### config.mk
export PLATFORM = sky130hd
export DESIGN_NAME = cr_mode_tracker
export DESIGN_NICKNAME = d
export VERILOG_FILES = /design/src/rtl/cr_pkg.sv /design/src/rtl/cr0_unit.sv /design/src/rtl/cr4_unit.sv /design/src/rtl/a20_unit.sv /design/src/rtl/cr_mode_tracker.sv
export SDC_FILE = /design/constraint.sdc
export NUM_CORES = 1
export LEC_CHECK = 0
export BUFFER_PORTS_ARGS = -buffer_cell sky130_fd_sc_hd__clkbuf_2
export CAP_MARGIN = 20
export CORE_UTILIZATION = 46
export DETAILED_ROUTE_END_ITERATION = 8
export PLACE_DENSITY = 0.85
export SLEW_MARGIN = 20
export SYNTH_ARGS = -nofsm -noshare
export SYNTH_HDL_FRONTEND = slang
export SYNTH_SLANG_ARGS = --single-unit
### constraint.sdc
create_clock -name clk_i -period 3.9 [get_ports clk_i]
set_input_delay 0.39 -clock clk_i [delete_from_list [all_inputs] [get_ports clk_i]]
set_output_delay 0.39 -clock clk_i [all_outputs]
set_load 0.05 [all_outputs]
### src/rtl/cr_pkg.sv
package cr_pkg;
  localparam int unsigned XLEN = 32;

  // mode-control word bit positions
  localparam int unsigned B_PE = 0;
  localparam int unsigned B_MP = 1;
  localparam int unsigned B_EM = 2;
  localparam int unsigned B_TS = 3;
  localparam int unsigned B_ET = 4;
  localparam int unsigned B_WP = 16;
  localparam int unsigned B_PG = 31;

  // extension word bit positions
  localparam int unsigned B_PSE    = 4;
  localparam int unsigned B_PAE    = 5;
  localparam int unsigned B_PGE    = 7;
  localparam int unsigned B_OSFXSR = 9;

  localparam logic [XLEN-1:0] CR0_RESET = 32'h6000_0010;
  localparam logic [XLEN-1:0] CR4_RESET = '0;

  localparam logic [XLEN-1:0] CR0_FLUSH_MASK =
    (XLEN'(1) << B_PG) | (XLEN'(1) << B_WP) | (XLEN'(1) << B_PE);
  localparam logic [XLEN-1:0] CR4_FLUSH_MASK =
    (XLEN'(1) << B_PGE) | (XLEN'(1) << B_PAE) | (XLEN'(1) << B_PSE);
endpackage

### src/rtl/cr0_unit.sv
module cr0_unit
  import cr_pkg::*;
(
  input  logic            clk_i,
  input  logic            rst_ni,
  input  logic            we_i,
  input  logic [XLEN-1:0] wdata_i,
  input  logic            lme_i,
  input  logic            pae_i,
  input  logic            cs64_we_i,
  input  logic            cs64_i,
  output logic [XLEN-1:0] cr0_o,
  output logic            lma_o,
  output logic            cs64_o,
  output logic            flush_req_o,
  output logic            leave_o
);
  logic [XLEN-1:0] cr0_q, wr_val;
  logic            lma_q, cs64_q;
  logic            pg_rise, pg_fall, enter, reject, accept;

  always_comb begin
    wr_val       = wdata_i;
    wr_val[B_ET] = 1'b1;
  end

  assign pg_rise = we_i & ~cr0_q[B_PG] &  wr_val[B_PG];
  assign pg_fall = we_i &  cr0_q[B_PG] & ~wr_val[B_PG];
  assign enter   = pg_rise & lme_i;
  assign reject  = enter & ~pae_i;
  assign accept  = we_i & ~reject;
  assign leave_o = pg_fall & lma_q;
  assign flush_req_o = accept & (|((wr_val ^ cr0_q) & CR0_FLUSH_MASK));

  always_ff @(posedge clk_i or negedge rst_ni) begin
    if (!rst_ni) begin
      cr0_q  <= CR0_RESET;
      lma_q  <= 1'b0;
      cs64_q <= 1'b0;
    end else begin
      if (accept) cr0_q <= wr_val;
      if (enter && pae_i) lma_q <= 1'b1;
      else if (leave_o)   lma_q <= 1'b0;
      if (leave_o)                  cs64_q <= 1'b0;
      else if (cs64_we_i && lma_q)  cs64_q <= cs64_i;
    end
  end

  assign cr0_o  = cr0_q;
  assign lma_o  = lma_q;
  assign cs64_o = cs64_q;

  // entry without address extension leaves everything as it was
  p_reject_keeps_r4: assert property (@(posedge clk_i) disable iff (!rst_ni)
    (we_i && lme_i && !pae_i && !cr0_q[B_PG] && wdata_i[B_PG])
      |=> (cr0_q == $past(cr0_q)) && !lma_q);

  // long mode never active without paging
  p_lma_needs_pg_r4: assert property (@(posedge clk_i) disable iff (!rst_ni)
    lma_q |-> cr0_q[B_PG]);

  // leaving paging in long mode clears both mode flags
  p_exit_clears_r5: assert property (@(posedge clk_i) disable iff (!rst_ni)
    (we_i && cr0_q[B_PG] && !wdata_i[B_PG] && lma_q) |=> !lma_q && !cs64_q);

  // 64-bit code flag only set inside long mode
  p_cs64_in_lm_r11: assert property (@(posedge clk_i) disable iff (!rst_ni)
    $rose(cs64_q) |-> lma_q);
endmodule

### src/rtl/cr4_unit.sv
module cr4_unit
  import cr_pkg::*;
(
  input  logic            clk_i,
  input  logic            rst_ni,
  input  logic            we_i,
  input  logic [XLEN-1:0] wdata_i,
  input  logic            sse_cap_i,
  output logic [XLEN-1:0] cr4_o,
  output logic            flush_req_o
);
  logic [XLEN-1:0] cr4_q, wr_val;

  always_comb begin
    wr_val = wdata_i;
    if (!sse_cap_i) wr_val[B_OSFXSR] = 1'b0;
  end

  assign flush_req_o = we_i & (|((wr_val ^ cr4_q) & CR4_FLUSH_MASK));

  always_ff @(posedge clk_i or negedge rst_ni) begin
    if (!rst_ni)   cr4_q <= CR4_RESET;
    else if (we_i) cr4_q <= wr_val;
  end

  assign cr4_o = cr4_q;

  // without SSE capability the save-enable bit never lands
  p_osfxsr_cap_r8: assert property (@(posedge clk_i) disable iff (!rst_ni)
    (we_i && !sse_cap_i) |=> !cr4_q[B_OSFXSR]);
endmodule

### src/rtl/a20_unit.sv
module a20_unit
  import cr_pkg::*;
#(
  parameter int unsigned A20_BIT = 20
) (
  input  logic            clk_i,
  input  logic            rst_ni,
  input  logic            we_i,
  input  logic            a20_i,
  output logic [XLEN-1:0] mask_o,
  output logic            flush_req_o
);
  logic a20_q;

  assign flush_req_o = we_i & (a20_i != a20_q);

  always_ff @(posedge clk_i or negedge rst_ni) begin
    if (!rst_ni)          a20_q <= 1'b1;
    else if (flush_req_o) a20_q <= a20_i;
  end

  for (genvar i = 0; i < XLEN; i++) begin : g_mask
    if (i == A20_BIT) begin : g_gate
      assign mask_o[i] = a20_q;
    end else begin : g_pass
      assign mask_o[i] = 1'b1;
    end
  end

  // rewriting the same state changes nothing
  p_a20_same_r10: assert property (@(posedge clk_i) disable iff (!rst_ni)
    (we_i && (a20_i == a20_q)) |=> $stable(mask_o));
endmodule

### src/rtl/cr_mode_tracker.sv
module cr_mode_tracker
  import cr_pkg::*;
(
  input  logic            clk_i,
  input  logic            rst_ni,
  input  logic            cr0_we_i,
  input  logic [XLEN-1:0] cr0_wdata_i,
  input  logic            cr4_we_i,
  input  logic [XLEN-1:0] cr4_wdata_i,
  input  logic            a20_we_i,
  input  logic            a20_i,
  input  logic            cs64_we_i,
  input  logic            cs64_i,
  input  logic            lme_i,
  input  logic            sse_cap_i,
  output logic [XLEN-1:0] cr0_o,
  output logic [XLEN-1:0] cr4_o,
  output logic [XLEN-1:0] a20_mask_o,
  output logic            lma_o,
  output logic            cs64_o,
  output logic            pe_o,
  output logic            addseg_o,
  output logic            mp_o,
  output logic            em_o,
  output logic            ts_o,
  output logic            osfxsr_o,
  output logic            eip_trunc_o,
  output logic            tlb_flush_o
);
  logic cr0_flush, cr4_flush, a20_flush, leave;
  logic flush_q, trunc_q;

  cr0_unit u_cr0 (
    .clk_i, .rst_ni,
    .we_i        (cr0_we_i),
    .wdata_i     (cr0_wdata_i),
    .lme_i,
    .pae_i       (cr4_o[B_PAE]),   // pre-write extension word
    .cs64_we_i, .cs64_i,
    .cr0_o, .lma_o, .cs64_o,
    .flush_req_o (cr0_flush),
    .leave_o     (leave)
  );

  cr4_unit u_cr4 (
    .clk_i, .rst_ni,
    .we_i        (cr4_we_i),
    .wdata_i     (cr4_wdata_i),
    .sse_cap_i,
    .cr4_o,
    .flush_req_o (cr4_flush)
  );

  a20_unit #(.A20_BIT(20)) u_a20 (
    .clk_i, .rst_ni,
    .we_i        (a20_we_i),
    .a20_i,
    .mask_o      (a20_mask_o),
    .flush_req_o (a20_flush)
  );

  always_ff @(posedge clk_i or negedge rst_ni) begin
    if (!rst_ni) begin
      flush_q <= 1'b0;
      trunc_q <= 1'b0;
    end else begin
      flush_q <= cr0_flush | cr4_flush | a20_flush;
      trunc_q <= leave;
    end
  end

  assign tlb_flush_o = flush_q;
  assign eip_trunc_o = trunc_q;
  assign pe_o        = cr0_o[B_PE];
  assign addseg_o    = ~cr0_o[B_PE];
  assign mp_o        = cr0_o[B_MP];
  assign em_o        = cr0_o[B_EM];
  assign ts_o        = cr0_o[B_TS];
  assign osfxsr_o    = cr4_o[B_OSFXSR];

  // a flush always traces back to a write strobe one cycle earlier
  p_flush_cause_r3: assert property (@(posedge clk_i) disable iff (!rst_ni)
    tlb_flush_o |-> $past(cr0_we_i || cr4_we_i || a20_we_i));

  // truncate pulse only when long mode has just been left
  p_trunc_exit_r5: assert property (@(posedge clk_i) disable iff (!rst_ni)
    eip_trunc_o |-> (!lma_o && $past(lma_o)));

  // a changed mask is always accompanied by a flush
  p_a20_flush_r9: assert property (@(posedge clk_i) disable iff (!rst_ni)
    !$stable(a20_mask_o) |-> tlb_flush_o);

  // real mode always adds segment bases
  p_addseg_r6: assert property (@(posedge clk_i) disable iff (!rst_ni)
    !pe_o |-> addseg_o);
endmodule

== Word level (Yosys, flattened, before mapping) ==
Cells that the tools add are included.
Widths: inputs -> output; s select.

* Output and inout port bits: 106
* Logic and storage cells: 39
* Bits of input ports: 74
* Flip-flop bits (word level): 68

* Reduce and logical (&&, ||, !) cells: 6
* Bitwise gates (word level): 20
* Equality and inequality tests: 1
* Muxes and demuxes: 5

{| class="wikitable"
|+ Operators by type and width
! kind !! number
|-
| $xor 32x32->32 || 1
|-
| $and 1x1->1 || 11
|-
| $xor 8x8->8 || 1
|-
| $reduce_or 3->1 || 2
|-
| $mux 1 || 5
|-
| $not 1->1 || 5
|-
| $reduce_bool 2->1 || 2
|-
| $logic_and 1x1->1 || 2
|-
| $or 1x1->1 || 2
|-
| $ne 1x1->1 || 1
|}

== Logic depth before layout (Yosys ltp) ==
* Depth after elaboration: 10
* Depth in mapped cells: 4
* Gate-level depth less buffers: 3

== By module ==
From an unflattened synthesis, not the netlist that was laid out.

* Cells, all modules: 205
* Area, all modules: 3089.2 um2

{| class="wikitable"
|+ By module, submodules not included
! module !! area each (um2) !! seq. area each (um2) !! instances !! cells each
|-
| cr4_unit || 1366.3 || 800.8 || 1 || 74
|-
| cr0_unit || 1328.8 || 828.3 || 1 || 85
|-
| a20_unit || 296.5 || 26.3 || 1 || 37
|-
| cr_mode_tracker || 97.6 || 50.0 || 1 || 9
|}

== Least setup slack after synthesis ==
OpenSTA, ideal clock, no wires.

* Path kind: flip-flop to flip-flop
* From: register u_cr0.cr0_q[31], in the netlist u_cr0.cr0_o[31]
* To: register u_cr0.cr0_q[10], in the netlist u_cr0.cr0_o[10]
* Buffers on the path: 1
* Setup slack: 2.230 ns
* Required time: 3.775 ns
* Library setup time: 0.125 ns
* Cell stages (with the launch flop): 4
* Period minus slack after synthesis: 1.670 ns
* Arrival time: 1.546 ns
* Cell sequence: dfrtp_1 > o31ai_4 > buf_6 > mux2_2

* Word-level cells in the longest chain between the ends: 7

{| class="wikitable"
|+ Ends and longest elaborated chain
! item !! line !! text
|-
| from (decl) || cr0_unit.sv:18 || <nowiki>logic [XLEN-1:0] cr0_q, wr_val;</nowiki>
|-
| from (signal assigned) || cr0_unit.sv:41 || <nowiki>if (accept) cr0_q <= wr_val;</nowiki>
|-
| $not 1->1 || cr0_unit.sv:27 || <nowiki>assign pg_rise = we_i & ~cr0_q[B_PG] & wr_val[B_PG];</nowiki>
|-
| $and 1x1->1 (2 in series) || cr0_unit.sv:27 ||
|-
| $and 1x1->1 || cr0_unit.sv:29 || <nowiki>assign enter = pg_rise & lme_i;</nowiki>
|-
| $and 1x1->1 || cr0_unit.sv:30 || <nowiki>assign reject = enter & ~pae_i;</nowiki>
|-
| $not 1->1 || cr0_unit.sv:31 || <nowiki>assign accept = we_i & ~reject;</nowiki>
|-
| $and 1x1->1 || cr0_unit.sv:31 ||
|}

No other way between the ends.
A chain may end at the register's enable or synchronous reset.

== Worst setup path after layout ==
* From: register u_cr0.cr0_q[31], in the netlist u_cr0.cr0_o[31]
* To: register u_cr0.cr0_q[11], in the netlist u_cr0.cr0_o[11]

Same word-level chain as after synthesis.

==> results.md <==
* Port bufs at 146
* Max-cap violations at 0
* Ant. Diodes at 0
* CTS Buffer Depth at 2
* Syn Inst Count at 204
* Register bit total from synthesis at 68
* FILL cells at 525
* Seq pwr share at 40.7%
* Crit. End Element: register
* Max rail drop VDD at 0.310 mV
* CTS tree: yes
* Drt first-iter violations at 35
* Max-Slew Margin vs Limit at 44.9%
* Clk slew on worst S/H paths at 70 ps
* CTS H-Tree Depth at 3
* Worst setup path startpoint: u_cr0.cr0_o[31]
* Root Driver: clkbuf_8
* WL final at 5.45 mm
* IO Count at 180
* Area post-placement at 3560 µm²
* Place WS at 1910 ps
* Worst EP arrival at 2050 ps
* Largest net degree at the start of global routing at 37
* Sw power at 783 µW
* Gr usage total at 17.2%
* TNS Setup at 0 ps
* Yosys warns at 0
* Area Overhead vs Synth at 27.4%
* Setup bufs post-CTS at 0
* Setup ws final at 2060 ps
* Worst r2r dst: u_cr0.cr0_o[11]
* Required @ worst endpoint at 4110 ps
* Top delay family on crit path: compound AO/OA/AOI/OAI gates
* Synth area leader: dfrtp_1
* Worst Hold Class: input pin to async pin
* Crit path depth at 3
* Final RePlAce weighted congestion at 0.692
* Power Density at 549 nW/µm²
* Buffers and inverters on the worst path at 1
* Netlist cell types at 22
* Die area at 6740 µm²
* Reg2Reg Depth at 3
* CP Cell Sequence: o31ai_4, buf_4, mux2_2
* Period utilisation layout at 47.2%
* DR WL/cell at 12.7 µm
* Global-route wire length before repair at 8.42 mm
* Final Hold Fails at 0
* Pins Over Slew Limit at 0
* Worst Path Max Fanout at 26
* Post-layout utilization of the core at 62.0%
* Overall power at 2060 µW
* Unrepaired setup endpoints after global routing: false
* Initial Util at 48.7%
* Area contributors post-synth: dfrtp_1, mux2_2, buf_4
* Seq/Total Area, Yosys at 57.8%
* Minimum clock period at 1840 ps
* Max incr delay on CP at 480 ps
* DRC at 0
* GR Overflow Total at 0
* CTS Buf Count at 9
* Setup CP Type: register to register
* # hold bufs at CTS at 0
* Lkg Pwr at 0.00194 µW
* Final setup viols at 0
* Final net count at 422
* Via count at 1972
* Row cnt at 28
* Final instance area at 3760 µm²
* RR Startpoint: u_cr0.cr0_o[31]
* Synth top area share at 55.2%
* HPWL after detailed placement at 4.27 mm
* Status: complete, no violations
* Clock group share of total power at 27.7%
* Via density at 4.61
* Sink Count at 68
* Vias in the first global route at 1871
* Die width at 82.1 µm
* Reg2Reg Setup Slack at 2060 ps
* DRT Pass-1 Iters at 4
* Antenna viol nets, final at 0
* Logic pwr share at 31.6%
* Post-Syn Area at 2950 µm²
* Measured slew at the worst slew-check pin at 826 ps
* Initial antenna violation count at 0
* Share of cells above drive strength 1 at 64.0%
* Worst setup path endpoint: u_cr0.cr0_o[11]
* CP Launch Type: register
* Switching share of power at 37.9%
* Syn avg cell area at 14.5 µm²
* Core ar. at 6060 µm²
* Slowest cell on crit path: o31ai_4
* F_max at 544 MHz
* Clock Skews at 4.84 ps
* Post-CTS Resized at 0
* Chip Height at 82.1 µm
* P_int at 1280 µW
* Worst-skew pair later-pin latency at 330 ps
flip-flops by register name, summed over array words and instances, names as in the netlist:
name	cells
u_cr4.cr4_o	32
u_cr0.cr0_o	31
eip_trunc_o	1
tlb_flush_o	1
u_a20.a20_q	1
u_cr0.cs64_o	1
u_cr0.lma_o	1
final cells by class:
class                           instances  area (µm²)  share of cell area (%)
Sequential cell                        68        1710                    45.4
Multi-Input combinational cell        118        1000                    26.7
Timing Repair Buffer                  148         746                    19.8
Clock buffer                           14         163                    4.33
Tap cell                               75        93.8                    2.50
Clock inverter                          2        35.0                   0.932
Inverter                                3        11.3                   0.300
routing by layer:
metal  track usage, %  vias to the layer above  part of all wire, %
met5                0                        -                    0
met4             9.82                        0                  2.1
met3             4.67                        9                  7.2
met2             30.4                      104                   53
met1             18.4                      947                   38
li1                 -                      912                    -
synthesized netlist by cell type:
cell type   n
xor2_1      7
nor3_1      1
o31ai_4     1
buf_6       3
mux2_2     61
clkbuf_1    1
a22oi_1     1
o21ai_0     5
nand3_1     2
inv_1       3
and2_1      1
o2bb2ai_1   1
conb_1      1
dfrtp_1    65
nand2_1     1
o211ai_1    1
and3b_1     1
buf_2       3
dfstp_2     3
a41oi_1     1
mux2_1      2
buf_4      39
through the flow:
step / std cells / hold slack [ps]
2_1_floorplan: 235 / 94.4
6_report: 428 / 95.8
5_1_grt: 428 / 145
4_1_cts: 428 / 115
3_3_place_gp: 412 / 468
3_5_place_dp: 412 / 485
placed cells by master (no fill, tap or decap), drive strengths merged:
master / Yosys / layout
dfrtp: 65 / 65
o211ai: 1 / 1
bufinv: 0 / 1
and2: 1 / 1
and3b: 1 / 1
nor3: 1 / 1
o21ai: 5 / 5
inv: 3 / 3
nand2: 1 / 1
a41oi: 1 / 1
conb: 1 / 32
nand3: 2 / 2
o2bb2ai: 1 / 1
clkbuf: 1 / 159
xor2: 7 / 7
buf: 45 / 3
clkinv: 0 / 1
mux2: 63 / 63
o31ai: 1 / 1
a22oi: 1 / 1
dfstp: 3 / 3
power by group through the flow:
stage	registers, µW	logic, µW	clock network, µW
floorplan	1130	250	0
global placement	847	650	0
detailed placement	853	659	0
CTS	840	660	591
global route	852	688	615
finish	840	653	571
how the worst min path moves through the flow:
stage	start	endpoint	slack (ps)	depth (start not counted)
3_5_place_dp	rst_ni	u_cr4.cr4_o[28]	480	1
5_1_grt	rst_ni	u_cr4.cr4_o[28]	140	1
3_3_place_gp	rst_ni	u_cr4.cr4_o[22]	470	1
4_1_cts	rst_ni	u_cr4.cr4_o[28]	120	1
2_1_floorplan	rst_ni	eip_trunc_o	90	0
6_report	rst_ni	u_cr4.cr4_o[28]	100	1
cells by family (layout without fill, tap and decap cells):
kind of cell,after synthesis,after routing,synth area share (%)
buf+inv,49,167,12.1
simple gates,6,6,1.15
xor+xnor,7,7,2.08
other cells,1,32,0.127
compound gates,10,10,2.67
flops,68,68,57.8
mux,63,63,24.1
No activity file was read; power rests on OpenSTA's default activity.
